File: src/rtl/wbrm_pkg.sv
package wbrm_pkg;

   typedef enum logic {
      SEL_BINARY = 1'b0,
      SEL_ONEHOT = 1'b1
   } sel_mode_e;

   function automatic int idx_bits(input int n);
      return (n <= 2) ? 1 : $clog2(n);
   endfunction

endpackage

File: src/rtl/wbrm_sel_enc.sv
module wbrm_sel_enc
   import wbrm_pkg::*;
#(
   parameter int        NUM_SLV  = 8,
   parameter sel_mode_e SEL_MODE = SEL_BINARY,
   parameter int        IW       = 3,
   parameter int        SELW     = 3
)(
   input  logic [SELW-1:0] sel_i,
   output logic [IW-1:0]   idx_o
);

   if (SEL_MODE == SEL_ONEHOT) begin : g_onehot
      if (SELW != NUM_SLV) begin : g_bad_w
         $error("one-hot select must be NUM_SLV bits wide");
      end
      // Each index bit is the OR of all select lines whose slave number has that bit set.
      for (genvar b = 0; b < IW; b++) begin : g_bit
         logic [NUM_SLV-1:0] mask;
         for (genvar i = 0; i < NUM_SLV; i++) begin : g_m
            assign mask[i] = (((i >> b) & 1) != 0);
         end
         assign idx_o[b] = |(sel_i & mask);
      end
   end else begin : g_binary
      if (SELW != IW) begin : g_bad_w
         $error("binary select must be IW bits wide");
      end
      assign idx_o = sel_i;
   end

endmodule

File: src/rtl/wbrm_idx_reg.sv
module wbrm_idx_reg #(
   parameter int IW = 3
)(
   input  logic          clk,
   input  logic          rst,
   input  logic          load,
   input  logic [IW-1:0] idx_d,
   output logic [IW-1:0] idx_q
);

   always_ff @(posedge clk) begin
      if (rst) begin
         idx_q <= '0;
      end else if (load) begin
         idx_q <= idx_d;
      end
   end

   assert_idx_load_R1: assert property (@(posedge clk) disable iff (rst)
      load |=> (idx_q == $past(idx_d)));

   assert_idx_hold_R2: assert property (@(posedge clk) disable iff (rst)
      !load |=> $stable(idx_q));

endmodule

File: src/rtl/wbrm_resp_stage.sv
module wbrm_resp_stage #(
   parameter int NUM_SLV = 8,
   parameter int DW      = 32,
   parameter int IW      = 3
)(
   input  logic                  clk,
   input  logic                  rst,
   input  logic [IW-1:0]         idx,
   input  logic [NUM_SLV-1:0]    s_ack,
   input  logic [NUM_SLV-1:0]    s_err,
   input  logic [NUM_SLV*DW-1:0] s_dat,
   output logic                  m_ack,
   output logic                  m_err,
   output logic [DW-1:0]         m_dat
);

   localparam int DEPTH = 1 << IW;

   // Lanes padded to a power of two; codes without a slave read as silent.
   logic          ack_a [DEPTH];
   logic          err_a [DEPTH];
   logic [DW-1:0] dat_a [DEPTH];

   for (genvar k = 0; k < DEPTH; k++) begin : g_lane
      if (k < NUM_SLV) begin : g_real
         assign ack_a[k] = s_ack[k];
         assign err_a[k] = s_err[k];
         assign dat_a[k] = s_dat[k*DW +: DW];
      end else begin : g_pad
         assign ack_a[k] = 1'b0;
         assign err_a[k] = 1'b0;
         assign dat_a[k] = '0;
      end
   end

   always_ff @(posedge clk) begin
      if (rst) begin
         m_ack <= 1'b0;
         m_err <= 1'b0;
         m_dat <= '0;
      end else begin
         m_ack <= ack_a[idx];
         m_err <= err_a[idx];
         m_dat <= dat_a[idx];
      end
   end

   assert_idx_range_R7: assert property (@(posedge clk) disable iff (rst)
      (int'(idx) >= NUM_SLV) |=> (!m_ack && !m_err && (m_dat == '0)));

   assert_ack_src_R3: assert property (@(posedge clk) disable iff (rst)
      m_ack |-> $past(|s_ack));

   assert_err_src_R4: assert property (@(posedge clk) disable iff (rst)
      m_err |-> $past(|s_err));

endmodule

File: src/rtl/wbrm_return_mux.sv
module wbrm_return_mux
   import wbrm_pkg::*;
#(
   parameter int        NUM_SLV  = 8,
   parameter int        DW       = 32,
   parameter sel_mode_e SEL_MODE = SEL_BINARY,
   localparam int       IW       = idx_bits(NUM_SLV),
   localparam int       SELW     = (SEL_MODE == SEL_ONEHOT) ? NUM_SLV : IW
)(
   input  logic                  clk,
   input  logic                  rst,
   input  logic                  m_stb,
   input  logic                  m_stall,
   input  logic [SELW-1:0]       sel_in,
   input  logic [NUM_SLV-1:0]    s_ack,
   input  logic [NUM_SLV-1:0]    s_err,
   input  logic [NUM_SLV*DW-1:0] s_dat,
   output logic                  m_ack,
   output logic                  m_err,
   output logic [DW-1:0]         m_dat
);

   // elaboration checks on the parameters
   if (NUM_SLV < 2) begin : g_chk_n
      $error("NUM_SLV must be at least 2");
   end
   if (DW < 1) begin : g_chk_w
      $error("DW must be at least 1");
   end

   logic          accept;
   logic [IW-1:0] idx_new;
   logic [IW-1:0] idx_cur;

   assign accept = m_stb & ~m_stall;

   wbrm_sel_enc #(
      .NUM_SLV  (NUM_SLV),
      .SEL_MODE (SEL_MODE),
      .IW       (IW),
      .SELW     (SELW)
   ) u_enc (
      .sel_i (sel_in),
      .idx_o (idx_new)
   );

   wbrm_idx_reg #(
      .IW (IW)
   ) u_idx (
      .clk   (clk),
      .rst   (rst),
      .load  (accept),
      .idx_d (idx_new),
      .idx_q (idx_cur)
   );

   wbrm_resp_stage #(
      .NUM_SLV (NUM_SLV),
      .DW      (DW),
      .IW      (IW)
   ) u_resp (
      .clk   (clk),
      .rst   (rst),
      .idx   (idx_cur),
      .s_ack (s_ack),
      .s_err (s_err),
      .s_dat (s_dat),
      .m_ack (m_ack),
      .m_err (m_err),
      .m_dat (m_dat)
   );

   if (SEL_MODE == SEL_ONEHOT) begin : g_oh_chk
      assert_sel_onehot_R8: assert property (@(posedge clk) disable iff (rst)
         accept |-> $onehot0(sel_in));
   end

endmodule

File: config.mk
export PLATFORM = sky130hd
export DESIGN_NAME = wbrm_return_mux
export DESIGN_NICKNAME = d
export VERILOG_FILES = /design/src/rtl/wbrm_pkg.sv /design/src/rtl/wbrm_sel_enc.sv /design/src/rtl/wbrm_idx_reg.sv /design/src/rtl/wbrm_resp_stage.sv /design/src/rtl/wbrm_return_mux.sv
export SDC_FILE = /design/constraint.sdc
export NUM_CORES = 1
export LEC_CHECK = 0
export ABC_AREA = 1
export BUFFER_PORTS_ARGS = -buffer_cell sky130_fd_sc_hd__buf_2
export CAP_MARGIN = 20
export CORE_AREA = 5 5 117 119
export DETAILED_ROUTE_END_ITERATION = 8
export DIE_AREA = 0 0 122 124
export PLACE_DENSITY = 0.75
export SETUP_SLACK_MARGIN = 0.4
export SLEW_MARGIN = 30
export SYNTH_ARGS = -nofsm -noshare
export SYNTH_HDL_FRONTEND = slang
export SYNTH_SLANG_ARGS = --single-unit
File: constraint.sdc
create_clock -name clk -period 1.3 [get_ports clk]
set_input_delay 0.065 -clock clk [delete_from_list [all_inputs] [get_ports clk]]
set_output_delay 0.065 -clock clk [all_outputs]
set_load 0.005 [all_outputs]
## After elaboration in Yosys (flattened, before gate mapping)

Index checks and enable logic that the tools add are counted.

| word-level totals | value |
|---|---|
| flip-flop bits (word level) | 37 |

| cells by class | value |
|---|---|
| magnitude comparators | 1 |
| multiplexer cells | 9 |
| bitwise gates (word level) | 3 |

Operators by type and width:

| cell | count |
|---|---|
| $bmux W32 S3 | 1 |
| $mux W32 | 2 |
| $bmux W1 S3 | 2 |
| $ge A4 B4 Y1 const B | 1 |
| $mux W1 | 4 |
| $not A3 Y4 | 1 |
| $and A1 B1 Y1 | 1 |
| $not A1 Y1 | 1 |

## Depth between registers and ports, before layout

| logic depth | value |
|---|---|
| word-level depth | 4 |
| depth in mapped cells | 8 |

## Hierarchy

From an unflattened synthesis, not the netlist that was laid out.

| second synthesis, totals | value |
|---|---|
| cells, all modules | 966 |
| area total of the unflattened synthesis | 4,524.3 sq um |

Modules (own cells, without submodules):

| module | times used | cells each | area each (sq um) | seq. area each (sq um) |
|---|---|---|---|---|
| wbrm_resp_stage | 1 | 942 | 4,371.7 | 680.7 |
| wbrm_idx_reg | 1 | 19 | 120.1 | 60.1 |
| wbrm_sel_enc | 1 | 3 | 22.5 | 0.0 |
| wbrm_return_mux | 1 | 2 | 10.0 | 0.0 |

## Worst setup path before layout

OpenSTA, ideal clock, no wires.

| timing | value |
|---|---|
| kind | register -> register |
| start | reg u_idx.idx_q[0] |
| end | reg u_resp.m_dat[19] |
| setup time | 0.113 ns |
| arrival | 0.959 ns |
| setup slack | 0.228 ns |
| stages on the path, launching flop included | 9 |
| path buffers | 3 |
| period minus slack after synthesis | 1.072 ns |
| path through | dfxtp_1 -> buf_6 -> buf_6 -> buf_6 -> nand2_1 -> nand3_1 -> nand2_1 -> nor2_1 -> nor2_1 |

| between the ends | value |
|---|---|
| cells in the longest elaborated chain, start to end | 4 |

Ends and longest elaborated chain:

| element | line | text |
|---|---|---|
| from (decl) | wbrm_idx_reg.sv:8 | `output logic [IW-1:0] idx_q` |
| from (signal assigned) | wbrm_idx_reg.sv:15 | `idx_q <= idx_d;` |
| $not A3 Y4 (not written as such) | wbrm_resp_stage.sv:44 | `m_dat <= dat_a[idx];` |
| $bmux W32 S3 | wbrm_resp_stage.sv:44 |  |
| $mux W32 (not written as such) (2 in a row) | wbrm_resp_stage.sv:44 |  |
| to (signal assigned) | wbrm_resp_stage.sv:44 |  |
| to (decl) | wbrm_resp_stage.sv:14 | `output logic [DW-1:0] m_dat` |

Every way passes these cells. The select of a mux whose other input is x is not followed.
A chain may end at the register's enable or synchronous reset.

## Worst setup path in the final report

| timing | value |
|---|---|
| start | reg u_idx.idx_q[0] |
| end | reg u_resp.m_dat[12] |

Same word-level chain as after synthesis.

==> summary.txt <==
Status
  – Status: finished clean

Placement
  – Detailed Place HPWL: ~12 mm
  – Placed cell area: 6180 um^2
  – I/O Buffers: 312
  – GPL Wtd Cong: ~0.88

Worst setup path
  – Critical Path Source: u_idx.idx_q[0]$_SDFFE_PP0P_
  – Max incr delay on CP: 0.43 ns
  – Crit Path Max Fanout: 10
  – Crit-path leading delay family: flip-flops
  – Setup crit end kind: flip-flop
  – Slack of the worst reg-to-reg path: 0.07 ns
  – Startpoint types: flip-flop
  – Crit path max-delay cell type: dfxtp_4
  – Crit path kind: flip-flop to flip-flop
  – Worst Path Arrival: between 1 and 1.5 ns
  – Worst Path Required: 1.48 ns
  – Crit-path cells: buf_12, buf_8, nand2_1, nand3_1, nand2_1, nor2_1, nor2_1
  – Number of buffers and inverters on the critical path: 2
  – R2R Path Start: u_idx.idx_q[0]$_SDFFE_PP0P_

Die
  – Row count: between 40 and 50
  – Core region area: 12500 um^2
  – Starting density of the core: about 37%
  – I/O pins: about 310
  – Die height: 124 um
  – Die Area: between 15000 and 20000 um^2
  – Die W: roughly 120 um

STA
  – Slew Viols, Final: 0
  – Worst hold slack: 0.0565 ns
  – # setup viols final: 0
  – Unrepaired setup endpoints after global routing: true
  – Worst slew pin tran: 0.340 ns
  – Post-Route Setup TNS: 0 ns
  – Post-layout min period: between 1 and 1.5 ns
  – Final period utilization: approximately 94%
  – Skew final: ~0.0029 ns
  – Final hold vios: 0
  – Slew margin rel.: 77.3%
  – Fmax: around 0.8 GHz

Power
  – Clk pwr share: between 20% and 30%
  – Max VDD drop: a little under 0.0005 V
  – Leak Pwr: around 4.7 nW
  – Pwr/cell area: about 670 nW/um^2
  – Int Power: approximately 0.0030 W
  – Combinational share of power: between 40 and 50%
  – Switching power: approximately 0.0016 W
  – Sequential share of power: 28.6%
  – Switching Share: about 34%
  – Design Power: roughly 0.0045 W

Finish
  – # diodes: 0
  – Finished Cell Area: roughly 6800 um^2
  – FF/Latch Area: 749 um^2
  – Proportion of layout cells with a drive suffix above 1: around 28%
  – Syn-to-layout area delta: 47.1%
  – Fin nets: 1528
  – Multi-input gate area: 2420 um^2
  – Fill cells: around 1400

Detailed routing
  – DRT iter0 DRCs: roughly 410
  – Drt via density: about 4.4
  – # DRC: 0
  – DR vias: approximately 6300
  – Final wirelength: about 19 mm
  – ANT nets after route: 0
  – Drt first pass iters: 5
  – WL per Instance: approximately 13 um

Synth
  – Most frequent cell after synthesis: nand2_1
  – Cell accounting for the most synthesized area: nand2_1
  – Area of the mapped netlist: roughly 4600 um^2
  – Synth Flop Type: dfxtp_1
  – Synth cell types: 14
  – Number of synthesized register bits: 37
  – Syn Nets: about 1200
  – Synth Area per Inst: 4.81 um^2
  – Post-Synthesis Cells: roughly 960
  – Sequential area share after synthesis: 16.1%
  – Ys async rst share: 0%
  – Commonest cells post-synth: nand2_1, inv_1, nand3_1, nor2_1, dfxtp_1
  – Area contributors post-synth: nand2_1, inv_1, nand3_1, dfxtp_1, nor2_1
  – Yosys warns: 0
  – Area share of the largest cell type after synthesis: between 20 and 30%
  – EDFF count, synth: 0

GRT
  – First-pass GRT wire length: about 25 mm
  – GRT Resource Usage Total: 20.1%
  – Vias in the first global route: 5250
  – Largest net degree at the start of global routing: 85
  – Global route overflow: 0
  – Initial antenna violation count: 0

Hold path
  – Min-delay src: sel_in[2]
  – Hold Path Class: input port to flip-flop

Clocking
  – CTS sink count: 37
  – H-tree Lvls: 2
  – Clock Tree Buf Depth: 2
  – Num CTS Buffers: 5
  – Worst-Skew Late Latency: approximately 0.28 ns
  – CTS clk-pin slew, worst paths: about 0.060 ns
  – CTS tree: done
  – Root Buffer: clkbuf_16

Job
  – Max-cap violations: 0
[layer usage]
| layer | GRT usage, % | wire length, um |
|---|---|---|
| met2 | 35.8 | 9260 |
| met3 | 3.50 | 1690 |
| met4 | 5.39 | 326 |
| met1 | 25.1 | 7790 |
| met5 | 0 | 0 |
[timing repair]
action	CTS	global route
endpoints found under the setup margin	36	37
cloned	2	13
setup buffers	0	2
endpoints found under the hold margin	1	0
resized for setup	3	18
pin swaps	0	3
hold buffers	1	0
[area by class of cell]
cell class / instances / share of cell area, %
Inverter: 276 / 15.4
Multi-Input combinational cell: 586 / 35.8
Tap cell: 172 / 3.18
Sequential cell: 37 / 11.1
Timing Repair Buffer: 343 / 32.3
Clock buffer: 8 / 2.17
[final timing paths]
| path | end | depth (start not counted) |
|---|---|---|
| hold reg to reg | u_idx.idx_q[2]$_SDFFE_PP0P_ | 3 |
| setup reg to reg | u_resp.m_dat[12]$_SDFF_PP0_ | 7 |
| hold / removal | u_idx.idx_q[2]$_SDFFE_PP0P_ | 3 |
| setup / recovery | u_resp.m_dat[12]$_SDFF_PP0_ | 7 |
[state kept, by name (all words and copies together), names as in the netlist]
register / flops
u_resp.m_err: 1
u_resp.m_dat: 32
u_idx.idx_q: 3
u_resp.m_ack: 1
[worst reg2reg max path: cells and delay by family (launching register included)]
kind                   cells  cell delay [ns]
flip-flops                 1             0.43
AND/OR/NAND/NOR            5             0.34
buffers and inverters      2             0.35
[layout by cell type, fill, tap and decap left out]
cell           count
o21ai_0            2
clkinv_1           1
dfxtp_1           34
clkbuf_8           1
nand3_1          171
dfxtp_4            2
bufbuf_16          1
nand2_2            1
dlygate4sd3_1      1
buf_8              4
nand2_1          341
buf_4              3
buf_16             6
dfxtp_2            1
buf_2            312
clkbuf_16         12
inv_1            273
nor2_1            68
buf_12             6
inv_2              1
a21oi_1            3
clkbuf_1           2
inv_8              1
buf_6              3
[per-stage QoR]
step / worst slack, ns / utilization [%] / instances
final: 0.0744 / 54.2 / 1422
after global routing: 0.00409 / 54.2 / 1422
after CTS: 0.0822 / 51.4 / 1407
after detailed placement: 0.0938 / 49.6 / 1396
after global placement: 0.0995 / 49.6 / 1396
after floorplan: 0.246 / - / 955
[power groups by stage]
stage / combinational, W / sequential (W) / clock [W]
floorplan: 0.00105 / 0.00132 / 0
global placement: 0.00172 / 0.00131 / 0
finish: 0.00197 / 0.00129 / 0.00126
CTS: 0.00177 / 0.00129 / 0.00129
detailed placement: 0.00173 / 0.00131 / 0
global route: 0.00221 / 0.00131 / 0.00132
[kinds of logic after synthesis]
logic type / count (synthesis) / share of synthesized area (%)
flip-flops: 37 / 16.1
buffers and inverters: 332 / 31.2
AO/OA/AOI/OAI: 5 / 0.545
AND/OR/NAND/NOR: 581 / 52.1
Power figures use the tool's default switching activity.
